===== config.mk =====
export PLATFORM = sky130hd
export DESIGN_NAME = status_irq
export DESIGN_NICKNAME = d
export VERILOG_FILES = /design/src/rtl/status_irq_pkg.sv /design/src/rtl/status_irq_sync.sv /design/src/rtl/status_irq_ctrl.sv /design/src/rtl/status_irq_dp.sv /design/src/rtl/status_irq.sv
export SDC_FILE = /design/constraint.sdc
export NUM_CORES = 1
export LEC_CHECK = 0
export BUFFER_PORTS_ARGS = -buffer_cell sky130_fd_sc_hd__buf_4
export CAP_MARGIN = 25
export CELL_PAD_IN_SITES_DETAIL_PLACEMENT = 1
export CELL_PAD_IN_SITES_GLOBAL_PLACEMENT = 1
export CORE_ASPECT_RATIO = 1.2
export CORE_MARGIN = 2
export CORE_UTILIZATION = 44
export CTS_CLUSTER_SIZE = 16
export DETAILED_ROUTE_END_ITERATION = 6
export PLACE_DENSITY_LB_ADDON = 0.15
export SLEW_MARGIN = 20
export SYNTH_ARGS = -nofsm -noshare
export SYNTH_HDL_FRONTEND = slang
export SYNTH_SLANG_ARGS = --single-unit
export TNS_END_PERCENT = 1

===== constraint.sdc =====
create_clock -name clk -period 1.2 [get_ports clk]
set_clock_uncertainty 0.05 [all_clocks]
set_input_delay 0 -clock clk [delete_from_list [all_inputs] [get_ports clk]]
set_output_delay 0 -clock clk [all_outputs]
set_load 0.01 [all_outputs]

===== src/rtl/status_irq_pkg.sv =====
package status_irq_pkg;
  localparam int CTRL_COUNT = 7;
  localparam int CTRL_IDX_W = $clog2(CTRL_COUNT);
  localparam int SRC_COUNT  = 2;
  localparam int CODE_W     = 2;
  localparam int FLAG_POS   = SRC_COUNT * CODE_W;

  // Decoded strobes handed from control to datapath
  typedef struct packed {
    logic                  ctrlWr;
    logic [CTRL_IDX_W-1:0] ctrlIdx;
    logic                  rdCtrl;
    logic                  rdStatus;
    logic                  rdAny;
  } regStrobes_t;
endpackage


===== src/rtl/status_irq_sync.sv =====
module status_irq_sync #(
  parameter int WIDTH  = 2,
  parameter int STAGES = 2
) (
  input  logic             clk,
  input  logic             rst_n,
  input  logic [WIDTH-1:0] din,
  output logic [WIDTH-1:0] dout
);
  logic [WIDTH-1:0] stage [STAGES];

  always_ff @(posedge clk or negedge rst_n) begin
    if (!rst_n) begin
      for (int i = 0; i < STAGES; i++) stage[i] <= '0;
    end else begin
      stage[0] <= din;
      for (int i = 1; i < STAGES; i++) stage[i] <= stage[i-1];
    end
  end

  assign dout = stage[STAGES-1];
endmodule


===== src/rtl/status_irq_ctrl.sv =====
module status_irq_ctrl
  import status_irq_pkg::*;
#(
  parameter int ADDR_W      = 8,
  parameter int STATUS_ADDR = 7
) (
  input  logic [ADDR_W-1:0] regAddr,
  input  logic              regWr,
  input  logic              regRd,
  output regStrobes_t       strobes
);
  logic inCtrl;
  logic isStatus;

  always_comb begin
    inCtrl   = regAddr < ADDR_W'(CTRL_COUNT);
    isStatus = regAddr == ADDR_W'(STATUS_ADDR);
    strobes.ctrlWr   = regWr && inCtrl;
    strobes.ctrlIdx  = regAddr[CTRL_IDX_W-1:0];
    strobes.rdCtrl   = regRd && inCtrl;
    strobes.rdStatus = regRd && isStatus;
    strobes.rdAny    = regRd;
  end
endmodule


===== src/rtl/status_irq_dp.sv =====
module status_irq_dp
  import status_irq_pkg::*;
#(
  parameter int DATA_W      = 8,
  parameter int IRQ_REG     = 4,
  parameter int IRQ_BIT     = 7,
  parameter int SYNC_STAGES = 2
) (
  input  logic                               clk,
  input  logic                               rst_n,
  input  regStrobes_t                        strobes,
  input  logic [DATA_W-1:0]                  wdata,
  input  logic [SRC_COUNT-1:0][CODE_W-1:0]   srcCodes,
  output logic [DATA_W-1:0]                  rdata,
  output logic                               irqFlag,
  output logic                               irqArmed,
  output logic                               changeSeen
);
  logic [SRC_COUNT-1:0][CODE_W-1:0] syncCodes;
  logic [SRC_COUNT-1:0][CODE_W-1:0] prevCodes;
  logic [DATA_W-1:0] ctrlRegs [CTRL_COUNT];
  logic [DATA_W-1:0] statusWord;
  logic [DATA_W-1:0] rdNext;
  logic              setEvent;

  for (genvar s = 0; s < SRC_COUNT; s++) begin : g_src
    status_irq_sync #(.WIDTH(CODE_W), .STAGES(SYNC_STAGES)) u_sync (
      .clk  (clk),
      .rst_n(rst_n),
      .din  (srcCodes[s]),
      .dout (syncCodes[s])
    );
  end

  always_ff @(posedge clk or negedge rst_n) begin
    if (!rst_n) prevCodes <= '0;
    else        prevCodes <= syncCodes;
  end

  assign changeSeen = syncCodes != prevCodes;
  assign irqArmed   = ctrlRegs[IRQ_REG][IRQ_BIT];
  assign setEvent   = changeSeen && irqArmed;

  // Self-disarm on set; a host write in the same cycle takes precedence
  always_ff @(posedge clk or negedge rst_n) begin
    if (!rst_n) begin
      for (int i = 0; i < CTRL_COUNT; i++) ctrlRegs[i] <= '0;
    end else begin
      if (setEvent) ctrlRegs[IRQ_REG][IRQ_BIT] <= 1'b0;
      if (strobes.ctrlWr) ctrlRegs[strobes.ctrlIdx] <= wdata;
    end
  end

  // Set beats clear so a change during a status read is kept
  always_ff @(posedge clk or negedge rst_n) begin
    if (!rst_n)                irqFlag <= 1'b0;
    else if (setEvent)         irqFlag <= 1'b1;
    else if (strobes.rdStatus) irqFlag <= 1'b0;
  end

  always_comb begin
    statusWord = '0;
    statusWord[FLAG_POS-1:0] = syncCodes;
    statusWord[FLAG_POS]     = irqFlag;
  end

  always_comb begin
    if (strobes.rdCtrl)        rdNext = ctrlRegs[strobes.ctrlIdx];
    else if (strobes.rdStatus) rdNext = statusWord;
    else                       rdNext = '0;
  end

  always_ff @(posedge clk or negedge rst_n) begin
    if (!rst_n)             rdata <= '0;
    else if (strobes.rdAny) rdata <= rdNext;
  end
endmodule


===== src/rtl/status_irq.sv =====
module status_irq
  import status_irq_pkg::*;
#(
  parameter int ADDR_W      = 8,
  parameter int DATA_W      = 8,
  parameter int STATUS_ADDR = 7,
  parameter int IRQ_REG     = 4,
  parameter int IRQ_BIT     = 7,
  parameter int SYNC_STAGES = 2
) (
  input  logic              clk,
  input  logic              rst_n,
  input  logic [ADDR_W-1:0] regAddr,
  input  logic [DATA_W-1:0] regWdata,
  input  logic              regWr,
  input  logic              regRd,
  output logic [DATA_W-1:0] regRdata,
  input  logic [CODE_W-1:0] srcACode,
  input  logic [CODE_W-1:0] srcBCode,
  output logic              irqN
);
  regStrobes_t strobes;
  logic        irqFlag;
  logic        irqArmed;
  logic        changeSeen;

  status_irq_ctrl #(.ADDR_W(ADDR_W), .STATUS_ADDR(STATUS_ADDR)) u_ctrl (
    .regAddr(regAddr),
    .regWr  (regWr),
    .regRd  (regRd),
    .strobes(strobes)
  );

  status_irq_dp #(
    .DATA_W(DATA_W), .IRQ_REG(IRQ_REG), .IRQ_BIT(IRQ_BIT), .SYNC_STAGES(SYNC_STAGES)
  ) u_dp (
    .clk       (clk),
    .rst_n     (rst_n),
    .strobes   (strobes),
    .wdata     (regWdata),
    .srcCodes  ({srcBCode, srcACode}),
    .rdata     (regRdata),
    .irqFlag   (irqFlag),
    .irqArmed  (irqArmed),
    .changeSeen(changeSeen)
  );

  assign irqN = ~irqFlag;
endmodule


==> impl_metrics.tcl, run 1 <==
set metrics [dict create \
    synth_fa_ha_area_share_pct 0 \
    place_hpwl_mm 5.54 \
    layout.nets 349 \
    synthMuxAreaShare_pct 26.9 \
    fin_crit_sh_pct 118 \
    synth_xor_area_share_pct 1.04 \
    hold_viol_final 0 \
    crit_required_ns 1.39 \
    clockRootBuffer "clkbuf_8" \
    register_area_sq_um 1930 \
    synth_edf_count 0 \
    synthCells 235 \
    ctsLongestPathBuffers 2 \
    yosysSeqAreaShare_pct 57.2 \
    multi_input_area_sq_um 1450 \
    synth_compound_area_share_pct 5.31 \
    die_x_um 83.9 \
    dp_cells 389 \
    globalRouteTotalUtil_pct 20.9 \
    slew_headroom_pct 59.6 \
    synth-simple-area-share_pct 6.83 \
    grt_pass1_wl_mm 13.3 \
    area_delta_synth_final_pct 34.3 \
    drc 0 \
    path_cells "buf_4, or4_4, nor3_4, buf_12, nand4b_4, buf_6, mux2_2" \
    n_antenna_cell 0 \
    die_h_um 99.9 \
    first_iter_violations 73 \
    finalSetupViolations 64 \
    routed_wl_mm 8.00 \
    io_pins 33 \
    violations "negative setup slack" \
    path_max_fanout 5 \
    fill_cells 708 \
    num_rows 34 \
    post_route_cells_drive_above_1_share_pct 52.7 \
    grt_max_degree 78 \
    drv_cap 0 \
    cts_buffers 9 \
    cts_tree "done" \
    fin_crit_ns 1.42 \
    cp.arrival_ns 1.62 \
    grt_overflow_total 0 \
    postSynth.asyncResetShare_pct 100 \
    postRouteAntennaNets 0 \
    path_clk_slew_ns 0.08 \
    firstDrtPassIters 4 \
    cp-start-kind "primary input" \
    die_area_sq_um 8380 \
    rsz0062_at_grt "yes" \
    antenna_found_initial 0 \
    cts.htree.levels 3 \
    hold_ws_ns 0.0360 \
    final_cells 420 \
    grt_pass1_vias 2586 \
    worstSetupEndpointType "register" \
    synth_top_family_by_area "multiplexers" \
    synth_area_per_cell_sq_um 14.3 \
    routabilityCongestion 0.748 \
    io_buffers 32 \
    max_freq_ghz 0.704 \
    worstMarginPinSlew_ns 0.604 \
    num_vias 2261 \
    core_sq_um 7360 \
    worst-path-buf-inv 3 \
    crit_type "in -> reg" \
    netlist_area_sq_um 3370 \
    post_drt_wl_per_cell_um 19.0 \
    initial_utilization_pct 45.8 \
    fin_area_sq_um 4530 \
    status "finished, violations left" \
    pre_cts_ws_ns -0.599 \
    cts.sinks 77 \
    final_cell_mix "dfrtp_1, buf_4, mux2_2, dlygate4sd3_1" \
    timing.critical_path.max_delay_family "simple AND/OR/NAND/NOR gates" \
    clk_latency_ns 0.36 \
    setup_ws_ns -0.221 \
    ys_warn_count 0 \
    drv_slew 0 \
    final_util_pct 61.5 \
    slowest_delay_ns 0.58 \
    holdCritPathClass "in -> reg" \
    synthesis.nets 259 \
    synth_ff_type "dfrtp_1" \
    viasPerCell 5.38 \
    ir_worst_vdd_uv 642 \
    slowest_stage "or4_4" \
    ys_seq_elements 77 \
    post_dp_cell_area_sq_um 4010 \
    final_common_cell "dfrtp_1" \
    power_density_nw_per_um2 1210 \
    synth.distinct_cells 40 \
    leakagePower_uw 0.00221 \
]
-- what timing repair did --
action / 4_1_cts / 5_1_grt
hold buffers: 14 / 0
buffers inserted: 0 / 1
endpoints found under the setup margin: 65 / 65
gates resized for setup: 10 / 17
pin swaps: 12 / 2
hold endpoints to repair: 140 / 0
-- area by class of cell --
type / count / share of cell area, %
Inverter: 11 / 0.912
Clock inverter: 6 / 1.91
Clock buffer: 10 / 3.04
Multi-Input combinational cell: 136 / 32.0
Timing Repair Buffer: 90 / 17.1
Tap cell: 90 / 2.49
Sequential cell: 77 / 42.6
-- metrics by stage --
step	total power [uW]	setup TNS, ns
final	5490	-9.77
after detailed placement	3300	-33.16
after global routing	5740	-11.60
after CTS	5530	-8.57
after floorplan	3030	-17.80
after global placement	3280	-31.37
-- final timing paths --
| check | startpoint | end | cells after the start | slack [ns] |
|---|---|---|---|---|
| setup / recovery | regAddr[5] | u_dp.ctrlRegs[17] | 7 | -0.22 |
| hold / removal | regAddr[3] | u_dp.rdata[7] | 4 | 0.04 |
| setup reg to reg | u_dp.ctrlRegs[12] | u_dp.rdata[4] | 3 | -0.19 |
| hold reg to reg | u_dp.g_src[0].u_sync.stage[3] | u_dp.g_src[0].u_sync.dout[1] | 0 | 0.30 |
| max in group asynchronous | rst_n | u_dp.ctrlRegs[17] | 3 | 0.62 |
| min in group asynchronous | rst_n | u_dp.g_src[1].u_sync.stage[3] | 3 | 0.14 |
-- worst register-to-register path, cell delays in order, from the launching register on --
cell,delay (ns)
dfrtp_1,0.38
mux4_2,0.51
mux2i_2,0.19
o221ai_1,0.12
-- state kept, by name, indices dropped and copies added, names as in the netlist --
signal and cells:
u_dp.ctrlRegs 55, u_dp.g_src.u_sync.dout 4, u_dp.g_src.u_sync.stage 4, u_dp.irqArmed 1
u_dp.irqFlag 1, u_dp.prevCodes 4, u_dp.rdata 8
-- where the power goes --
group          internal [uW]  switching, uW  total [uW]
clock                   1220            959        2180
sequential              2700           58.6        2760
combinational            290            256         546
total                   4220           1270        5490
-- per-layer routing --
layer | vias to the layer above | track usage, % | part of all wire, %
li1 | 1039 | - | -
met4 | 0 | 5.96 | 1.2
met3 | 8 | 6.00 | 3.3
met2 | 38 | 35.7 | 52
met1 | 1176 | 26.0 | 44
met5 | - | 0 | 0
-- cells by family after synthesis --
logic type / count (synthesis)
AOI/OAI and AO/OA: 24
xor gates and xnor gates: 4
buffers and inverters: 22
DFF: 77
muxes: 76
and+or+nand+nor: 32
-- synthesized netlist by cell type, types with 2 or more instances --
cell type | number | area (sq um)
mux2i_1 | 13 | 130
o32ai_1 | 2 | 17.5
a211oi_1 | 2 | 15.0
a21oi_1 | 2 | 10.0
dfrtp_1 | 77 | 1930
nand2b_1 | 6 | 37.5
clkbuf_1 | 5 | 18.8
o221ai_1 | 5 | 43.8
mux4_2 | 6 | 135
o2bb2ai_1 | 2 | 17.5
nand2_1 | 3 | 11.3
nor2b_1 | 2 | 12.5
nand3b_1 | 3 | 22.5
nor2_1 | 4 | 15.0
buf_2 | 4 | 20.0
mux2_2 | 57 | 642
o22ai_1 | 2 | 12.5
o21ai_0 | 3 | 15.0
nor3b_1 | 3 | 22.5
inv_1 | 10 | 37.5
xnor2_1 | 4 | 35.0
nand4_1 | 2 | 12.5
(Power assumes the default switching activity.)
==> run 2, diff against run 1 <==
--- a/config.mk
+++ b/config.mk
@@ -15,6 +15,7 @@
 export CTS_CLUSTER_SIZE = 16
 export DETAILED_ROUTE_END_ITERATION = 6
 export PLACE_DENSITY_LB_ADDON = 0.15
+export SETUP_SLACK_MARGIN = 0.15
 export SLEW_MARGIN = 20
 export SYNTH_ARGS = -nofsm -noshare
 export SYNTH_HDL_FRONTEND = slang
==> run 2 against run 1 <==
The run still ends with negative setup slack left. Register-to-register slack hardly changed. First-iteration DRC count is 6.8% lower. Non-clock buffer count unchanged. Critical endpoint unchanged. Combinational power is essentially flat. Count of clock-buffer cells in the layout unchanged.
==> impl_metrics.tcl, run 2 (synthesis results as in run 1) <==
set metrics [dict create \
    place_hpwl_mm 5.54 \
    final_cells 420 \
    antenna_found_initial 0 \
    final_util_pct 61.5 \
    hold_viol_final 0 \
    globalRouteTotalUtil_pct 20.9 \
    status "finished, violations left" \
    layout.nets 349 \
    cp.arrival_ns 1.62 \
    largest_reg_flops 55 \
    path_clk_slew_ns 0.08 \
    ir_worst_vdd_uv 640 \
    io_buffers 32 \
    die_h_um 99.9 \
    regMostFlops "u_dp.ctrlRegs" \
    num_vias 2245 \
    hold_end "u_dp.rdata[7]" \
    worstMarginPinSlew_ns 0.605 \
    drv_slew 0 \
    fill_cells 710 \
    pre_cts_ws_ns -0.599 \
    ctsLongestPathBuffers 2 \
    viasPerCell 5.35 \
    violations "negative setup slack" \
    slew_headroom_pct 59.6 \
    switching_share_pct 23.1 \
    num_rows 34 \
    clk_latency_ns 0.36 \
    cts.sinks 77 \
    r2r_end "u_dp.rdata[4]" \
    grt_overflow_total 0 \
    finalSetupViolations 65 \
    drv_cap 0 \
    dp_cells 389 \
    drc 0 \
    fin_crit_ns 1.42 \
    cts_tree "done" \
    crit_type "in -> reg" \
    reg2reg_from "u_dp.ctrlRegs[12]" \
    die_x_um 83.9 \
    grt_max_degree 78 \
    post_route_cells_drive_above_1_share_pct 53.0 \
    final_common_cell "dfrtp_1" \
    power_frac_seq_pct 50.4 \
    routabilityCongestion 0.748 \
    routed_wl_mm 8.01 \
    clockRootBuffer "clkbuf_8" \
    post_drt_wl_per_cell_um 19.1 \
    postRouteAntennaNets 0 \
    cp-start-kind "primary input" \
    path_max_fanout 5 \
    whs_path_depth 4 \
    power.switching_uw 1270 \
    power_density_nw_per_um2 1210 \
    regToRegSetupSlack_ns -0.19 \
    first_iter_violations 68 \
    rsz0062_at_grt "yes" \
    firstDrtPassIters 4 \
    holdCritPathClass "in -> reg" \
    area_delta_synth_final_pct 34.3 \
    reg_top3 "u_dp.ctrlRegs x55, u_dp.rdata x8" \
    grt_pass1_vias 2587 \
    crit_required_ns 1.39 \
    internal_power_uw 4220 \
    io_pins 33 \
    cts.htree.levels 3 \
    cts_buffers 9 \
    n_antenna_cell 0 \
    initial_utilization_pct 45.8 \
    worstSetupEndpointType "register" \
    reg2regPathDepth 3 \
    die_area_sq_um 8380 \
    leakagePower_uw 0.00221 \
    grt_pass1_wl_mm 13.3 \
    clockPowerShare_pct 39.7 \
    holdCritStartpoint "regAddr[3]" \
    combPwrFrac_pct 10.0 \
    fin_crit_sh_pct 119 \
    core_sq_um 7360 \
    power_uw 5480 \
    final_cell_mix "dfrtp_1, buf_4, mux2_2, dlygate4sd3_1" \
    max_freq_ghz 0.702 \
    setup_ws_ns -0.224 \
]
==> run 2: metal layers <==
metal / vias up / GRT usage [%] / routed length, um / share of wire, %
met4: 0 / 5.96 / 94 / 1.2
met3: 8 / 6.09 / 258 / 3.2
met2: 34 / 35.8 / 4100 / 51
li1: 1036 / - / - / -
met1: 1167 / 26.0 / 3560 / 44
met5: - / 0 / 0 / 0
==> run 2: final cells by class <==
class | count | area [sq um] | area share (%)
Clock buffer | 10 | 138 | 3.04
Multi-Input combinational cell | 136 | 1450 | 32.0
Inverter | 11 | 41.3 | 0.912
Clock inverter | 6 | 86.3 | 1.91
Sequential cell | 77 | 1930 | 42.6
Timing Repair Buffer | 90 | 773 | 17.1
Tap cell | 90 | 113 | 2.49
==> run 2: through the flow <==
step	instance area [sq um]	setup TNS [ns]	hold slack, ns
CTS	4420	-8.57	0.0311
global placement	4010	-31.37	0.00346
global route	4530	-11.63	0.0456
detailed placement	4010	-33.16	0.00868
finish	4530	-9.86	0.0487
floorplan	3380	-17.80	-0.346
==> run 2: worst max-delay path: stages <==
cell and delay [ns]:
buf_4 0.11, or4_4 0.58, nor3_4 0.21, buf_12 0.15, nand4b_4 0.13, buf_6 0.16
mux2_2 0.27
==> run 2: timing repair <==
action / CTS / global route
hold endpoints to repair: 140 / 0
pin swaps: 12 / 2
resized for setup: 10 / 18
setup endpoints to repair: 65 / 66
hold buffers: 14 / 0
buffers inserted: 0 / 1
==> run 2: worst max path at each step <==
stage | endpoint | slack (ns) | cells past startpoint | start
final | u_dp.ctrlRegs[17] | -0.22 | 7 | regAddr[5]
after floorplan | u_dp.ctrlRegs[0] | -0.36 | 5 | regAddr[6]
after global routing | u_dp.ctrlRegs[14] | -0.24 | 7 | regAddr[5]
after CTS | u_dp.rdata[4] | -0.20 | 3 | u_dp.ctrlRegs[12]
after detailed placement | u_dp.ctrlRegs[49] | -0.60 | 6 | regAddr[6]
after global placement | u_dp.ctrlRegs[50] | -0.58 | 6 | regAddr[6]
==> run 2: power groups by stage <==
stage                     logic [uW]  registers, uW  clock network [uW]
after floorplan                  231           2790                   0
after global placement           474           2810                   0
after detailed placement         486           2810                   0
after CTS                        536           2760                2230
after global routing             597           2780                2370
final                            547           2760                2170
